===== src/rtl/tdc_pkg.sv =====
package tdc_pkg;
    localparam int TAPS    = 32;
    localparam int CNT_W   = 32;
    localparam int CODE_W  = $clog2(TAPS);
    localparam int WORD_W  = TAPS + 2 * CNT_W;
    localparam int TOTAL_W = 2 * WORD_W;
    localparam int POS_W   = $clog2(TOTAL_W);

    typedef struct packed {
        logic [TAPS-1:0]  fine;
        logic [CNT_W-1:0] ca;
        logic [CNT_W-1:0] cb;
    } hit_word_t;

    // lowest i with t[i]=1 and t[i+1]=0; 0 when none
    function automatic logic [CODE_W-1:0] fall_index(input logic [TAPS-1:0] t);
        logic [CODE_W-1:0] r;
        r = '0;
        for (int i = TAPS - 2; i >= 0; i--) begin
            if (t[i] && !t[i+1]) r = CODE_W'(i);
        end
        return r;
    endfunction
endpackage


===== src/rtl/tdc_hit_set.sv =====
module tdc_hit_set
    import tdc_pkg::*;
#(
    parameter bit ENC_EN = 1'b1
) (
    input  logic              clk,
    input  logic              rst,
    input  logic              arm,
    input  logic              shift,
    input  logic              clear,
    input  hit_word_t         word_in,
    output logic              valid,
    output logic              msb,
    output logic [CODE_W-1:0] code
);
    logic [WORD_W-1:0] sr;
    logic [CODE_W-1:0] enc;

    generate
        if (ENC_EN) begin : g_enc
            assign enc = fall_index(word_in.fine);
        end else begin : g_noenc
            assign enc = '0;
        end
    endgenerate

    always_ff @(posedge clk) begin
        if (rst) begin
            sr    <= '0;
            valid <= 1'b0;
            code  <= '0;
        end else begin
            if (clear) begin
                valid <= 1'b0;
            end else if (arm) begin
                valid <= 1'b1;
            end
            if (arm) begin
                sr   <= word_in;
                code <= enc;
            end else if (shift) begin
                sr <= {sr[WORD_W-2:0], 1'b0};
            end
        end
    end

    assign msb = sr[WORD_W-1];

    p_hold_full_r4: assert property (@(posedge clk) disable iff (rst)
        (valid && !shift && !clear) |=> ($stable(sr) && $stable(code) && valid));
    p_arm_only_empty_r4: assert property (@(posedge clk) disable iff (rst)
        arm |-> !valid);
    p_code_range_r8: assert property (@(posedge clk) disable iff (rst)
        code <= CODE_W'(TAPS - 2));
endmodule


===== src/rtl/tdc_readout_ctrl.sv =====
module tdc_readout_ctrl
    import tdc_pkg::*;
(
    input  logic clk,
    input  logic rst,
    input  logic ready,
    input  logic shift_en,
    input  logic lead_msb,
    input  logic trail_msb,
    output logic shift_lead,
    output logic shift_trail,
    output logic clear,
    output logic sdata,
    output logic done
);
    logic [POS_W-1:0] pos;
    logic step, last, in_lead;

    assign step        = ready && shift_en;
    assign last        = (pos == POS_W'(TOTAL_W - 1));
    assign in_lead     = (pos < POS_W'(WORD_W));
    assign shift_lead  = step && in_lead;
    assign shift_trail = step && !in_lead;
    assign clear       = step && last;
    assign sdata       = ready ? (in_lead ? lead_msb : trail_msb) : 1'b0;

    always_ff @(posedge clk) begin
        if (rst) begin
            pos  <= '0;
            done <= 1'b0;
        end else begin
            done <= clear;
            if (step) pos <= last ? '0 : pos + 1'b1;
        end
    end

    p_idle_holds_r9: assert property (@(posedge clk) disable iff (rst)
        !step |=> $stable(pos));
    p_done_single_r7: assert property (@(posedge clk) disable iff (rst)
        done |=> !done);
    p_done_follows_last_r7: assert property (@(posedge clk) disable iff (rst)
        (step && last) |=> (done && pos == '0));
endmodule


===== src/rtl/tdc_channel.sv =====
module tdc_channel
    import tdc_pkg::*;
#(
    parameter bit ENC_EN = 1'b1
) (
    input  logic              clk,
    input  logic              rst,
    input  logic [TAPS-1:0]   taps,
    input  logic [CNT_W-1:0]  coarse_a,
    input  logic [CNT_W-1:0]  coarse_b,
    input  logic              hit_lead,
    input  logic              hit_trail,
    input  logic              shift_en,
    output logic              sdata,
    output logic [CODE_W-1:0] lead_code,
    output logic [CODE_W-1:0] trail_code,
    output logic              data_ready,
    output logic              done
);
    localparam int NSETS = 2;   // index 0 = leading, 1 = trailing

    hit_word_t         word;
    logic              arm   [NSETS];
    logic              shift [NSETS];
    logic              full  [NSETS];
    logic              msb   [NSETS];
    logic [CODE_W-1:0] code  [NSETS];
    logic              clear;

    assign word   = '{fine: taps, ca: coarse_a, cb: coarse_b};
    assign arm[0] = hit_lead && !full[0];
    assign arm[1] = hit_trail && full[0] && !full[1];

    generate
        for (genvar g = 0; g < NSETS; g++) begin : g_set
            tdc_hit_set #(.ENC_EN(ENC_EN)) u_set (
                .clk     (clk),
                .rst     (rst),
                .arm     (arm[g]),
                .shift   (shift[g]),
                .clear   (clear),
                .word_in (word),
                .valid   (full[g]),
                .msb     (msb[g]),
                .code    (code[g])
            );
        end
    endgenerate

    assign data_ready = full[0] && full[1];
    assign lead_code  = code[0];
    assign trail_code = code[1];

    tdc_readout_ctrl u_ctrl (
        .clk         (clk),
        .rst         (rst),
        .ready       (data_ready),
        .shift_en    (shift_en),
        .lead_msb    (msb[0]),
        .trail_msb   (msb[1]),
        .shift_lead  (shift[0]),
        .shift_trail (shift[1]),
        .clear       (clear),
        .sdata       (sdata),
        .done        (done)
    );

    p_trail_needs_lead_r3: assert property (@(posedge clk) disable iff (rst)
        full[1] |-> full[0]);
    p_done_not_ready_r7: assert property (@(posedge clk) disable iff (rst)
        done |-> !data_ready);
    p_ready_sdata_quiet_r6: assert property (@(posedge clk) disable iff (rst)
        !data_ready |-> !sdata);
endmodule


===== config.mk =====
export PLATFORM = sky130hd
export DESIGN_NAME = tdc_channel
export DESIGN_NICKNAME = d
export VERILOG_FILES = /design/src/rtl/tdc_pkg.sv /design/src/rtl/tdc_hit_set.sv /design/src/rtl/tdc_readout_ctrl.sv /design/src/rtl/tdc_channel.sv
export SDC_FILE = /design/constraint.sdc
export NUM_CORES = 1
export LEC_CHECK = 0
export BUFFER_PORTS_ARGS = -buffer_cell sky130_fd_sc_hd__buf_2
export CAP_MARGIN = 40
export CORE_ASPECT_RATIO = 0.6
export CORE_MARGIN = 2
export CORE_UTILIZATION = 39
export CTS_CLUSTER_SIZE = 12
export DETAILED_ROUTE_END_ITERATION = 8
export GPL_TIMING_DRIVEN = 1
export PLACE_DENSITY = 0.62
export SLEW_MARGIN = 15
export SYNTH_ARGS = -nofsm -noshare
export SYNTH_HDL_FRONTEND = slang
export SYNTH_HIERARCHICAL = 1
export SYNTH_SLANG_ARGS = --single-unit

===== constraint.sdc =====
create_clock -name clk -period 2.15 [get_ports clk]
set_clock_uncertainty 0.2 [all_clocks]
set_input_delay 0.215 -clock clk [delete_from_list [all_inputs] [get_ports clk]]
set_output_delay 0.215 -clock clk [all_outputs]
set_load 0.02 [all_outputs]

==> impl_metrics.json <==
{
  "nets": 1600,
  "slew_headroom": 0.6630,
  "dieArea_um2": 28500,
  "cts-root-buf": "clkbuf_16",
  "insertion_delay_ps": 520,
  "finalSetupViolations": 0,
  "drt-total-wl_mm": 27.93,
  "wl_per_cell_um": 14.93,
  "crit_start": "u_ctrl/pos[5]",
  "hold_class": "in -> reg",
  "start_util": 0.3988,
  "port_buffers": 113,
  "synthMuxAreaShare": 0.1618,
  "drcViolationCount": 0,
  "clk_pin_slew_ps": 60,
  "required_ps": 1740,
  "synth-xor-area-share": 0.001656,
  "cellLeakagePower_nw": 5.124,
  "postRouteAntennaNets": 0,
  "drt_iter0_markers": 581,
  "synth_area_um2": 10580,
  "drt_pass1_iterations": 5,
  "n_antenna_cell": 0,
  "final_layout_size_suffix_gt1_frac": 0.1257,
  "yosys_most_used_dff": "dfxtp_1",
  "drv_cap": 0,
  "cts-buffers-inserted": 23,
  "critPathArrivalTime_ps": 1660,
  "ys_types": 49,
  "grt_max_degree": 113,
  "synthAdderAreaFrac": 0.001183,
  "tightest_slew_ps": 505.5,
  "dp.final_hpwl_mm": 18.27,
  "cp_max_fo": 5,
  "cts_max_path_buffers": 3,
  "place_ws_ps": 120.4,
  "rsz0062_at_grt": "no",
  "ioPinCount": 114,
  "ys_async_sr_fraction": 0,
  "syn_avg_cell_area_um2": 8.021,
  "yosysSeqAreaShare": 0.4030,
  "cp-end-kind": "output port",
  "synth_warnings": 6,
  "fp-row-count": 46,
  "hold_start": "hit_trail",
  "vias": 9662,
  "grt_pass1_vias": 8753,
  "synth_edf_count": 0,
  "core-area_um2": 26530,
  "ys_seq_elements": 213,
  "synth-compound-area-share": 0.1735,
  "max_freq_mhz": 482.3,
  "die_w_um": 216.6,
  "ir_drop_mv": 0.4165,
  "outcome": "finished clean",
  "whs_ps": 90.30,
  "cts.sinks": 213,
  "critPathLaunchType": "flip-flop",
  "power_density_nw_per_um2": 683.1,
  "period_share": 0.9644,
  "htree_levels": 1,
  "cts_tree": "done",
  "die-height_um": 131.6,
  "worstSetupPathType": "reg -> out",
  "fin_crit_ps": 2074,
  "synth_cells": 1319,
  "synth_top_family_by_area": "simple AND/OR/NAND/NOR gates",
  "gp_congestion": 0.8369,
  "slew_viol_final": 0,
  "grt_use_total": 0.1887,
  "grt-ovfl-total": 0,
  "finalHoldViolCount": 0,
  "regToRegStartpoint": "g_set[1].u_set/valid",
  "grt_pass1_wl_mm": 44.88,
  "via_per_inst": 5.164,
  "antenna_found_initial": 0,
  "synth_nets": 1421,
  "syn_to_final_growth_pct": 26.64,
  "yosys.area_share.simple": 0.2145,
  "setup_slack_ps": 76.44
}
worst max-delay path, stage by stage (launching register included):
cell	delay, ps
dfxtp_2	350
a21oi_4	180
buf_6	140
mux2i_4	250
nor2b_1	80
buf_2	160
per-stage QoR:
| stage | setup TNS, ps | instances | utilization | power, W | area, um^2 |
|---|---|---|---|---|---|
| 6_report | 0 | 1871 | 0.5050 | 0.009154 | 13400 |
| 5_1_grt | 0 | 1871 | 0.5050 | 0.009604 | 13400 |
| 4_1_cts | 0 | 1865 | 0.5018 | 0.009264 | 13310 |
| 3_5_place_dp | 0 | 1728 | 0.4393 | 0.005487 | 11660 |
| 3_3_place_gp | 0 | 1728 | 0.4393 | 0.005462 | 11660 |
| 2_1_floorplan | -140.1 | 1319 | - | 0.005071 | 10580 |
layer usage:
layer	track usage	share of wire
met5	0	0
met4	0.03311	0.013
met3	0.03495	0.058
met2	0.2698	0.41
met1	0.2928	0.52
cell families after synthesis:
logic type | count (synthesis)
buffers and inverters | 117
DFF | 213
adders and majority gates | 1
muxes | 171
xor gates and xnor gates | 2
and+or+nand+nor | 514
AOI/OAI and AO/OA | 301
cell usage in the layout, fill, tap and decap left out, types with 3 or more instances in the layout:
master         instances
o211ai_1               6
a221oi_1               4
nand2b_1              40
nand2_1               27
a2111oi_0              4
or2_1                  6
a31oi_1                4
inv_1                 27
a211o_1                4
mux2i_1              170
nor2b_1               29
or3_1                  4
clkbuf_16             24
nand4_1                5
o221ai_1               6
o2111ai_1             10
dlygate4sd3_1         99
and2_1                 3
a211oi_1              40
buf_6                  3
buf_4                 13
and4_1                 8
clkbuf_1              10
o21ai_0                8
nor3b_1                4
nand3_1               14
buf_2                112
nor2_1               358
a21oi_1              194
buf_12                16
clkinv_2               3
dfxtp_1              212
cell type report:
type                       instances  area [um^2]
sequential                       213         4265
multi-input combinational        989         5903
timing repair buffer             244         2028
fill                            2497        13130
tap                              360        450.4
clock inverter                     4        23.77
clock buffer                      34        626.9
inverter                          27        101.3
final timing paths:
path	endpoint	slack (ps)	cells after the start
setup reg to reg	g_set[0].u_set/sr[73]	180	9
hold reg to reg	u_ctrl/pos[1]	280	2
setup / recovery	sdata	80	5
hold / removal	g_set[1].u_set/code[3]	90	4
where the power goes:
group	switching [W]	internal [W]	total [W]
sequential	0.000112	0.00415	0.00427
combinational	0.000727	0.000571	0.00130
clock	0.00158	0.00201	0.00359
total	0.00242	0.00673	0.00915
registers in the layout, summed over array words and instances, names as in the netlist:
signal	cells
g_set.u_set/sr	192
g_set.u_set/code	10
u_ctrl/pos	8
g_set.u_set/valid	2
u_ctrl/done	1
Yosys cell counts (3+ instances only):
master | n | area (um^2)
a2111oi_0 | 4 | 35.03
a211o_1 | 4 | 35.03
a211oi_1 | 40 | 300.3
a21oi_1 | 196 | 980.9
a221oi_1 | 4 | 35.03
a31oi_1 | 4 | 25.02
and2_1 | 3 | 18.77
and4_1 | 8 | 70.07
buf_1 | 10 | 37.54
buf_2 | 24 | 120.1
clkbuf_1 | 56 | 210.2
dfxtp_1 | 213 | 4264
inv_1 | 27 | 101.4
mux2i_1 | 171 | 1712
nand2_1 | 28 | 105.1
nand2b_1 | 40 | 250.2
nand3_1 | 14 | 70.07
nand4_1 | 5 | 31.28
nor2_1 | 359 | 1348
nor2b_1 | 31 | 193.9
nor3b_1 | 4 | 30.03
o2111ai_1 | 10 | 87.58
o211ai_1 | 6 | 45.04
o21ai_0 | 8 | 40.04
o221ai_1 | 6 | 52.55
or2_1 | 6 | 37.54
or3_1 | 4 | 25.02
repair_timing:
item	4_1_cts	5_1_grt
hold endpoints to repair	196	0
cloned	0	1
resized for setup	3	6
pin swaps	0	2
hold buffers	99	0
setup buffers	0	5
endpoints found under the setup margin	1	32
No activity file was read; power rests on OpenSTA's default activity.
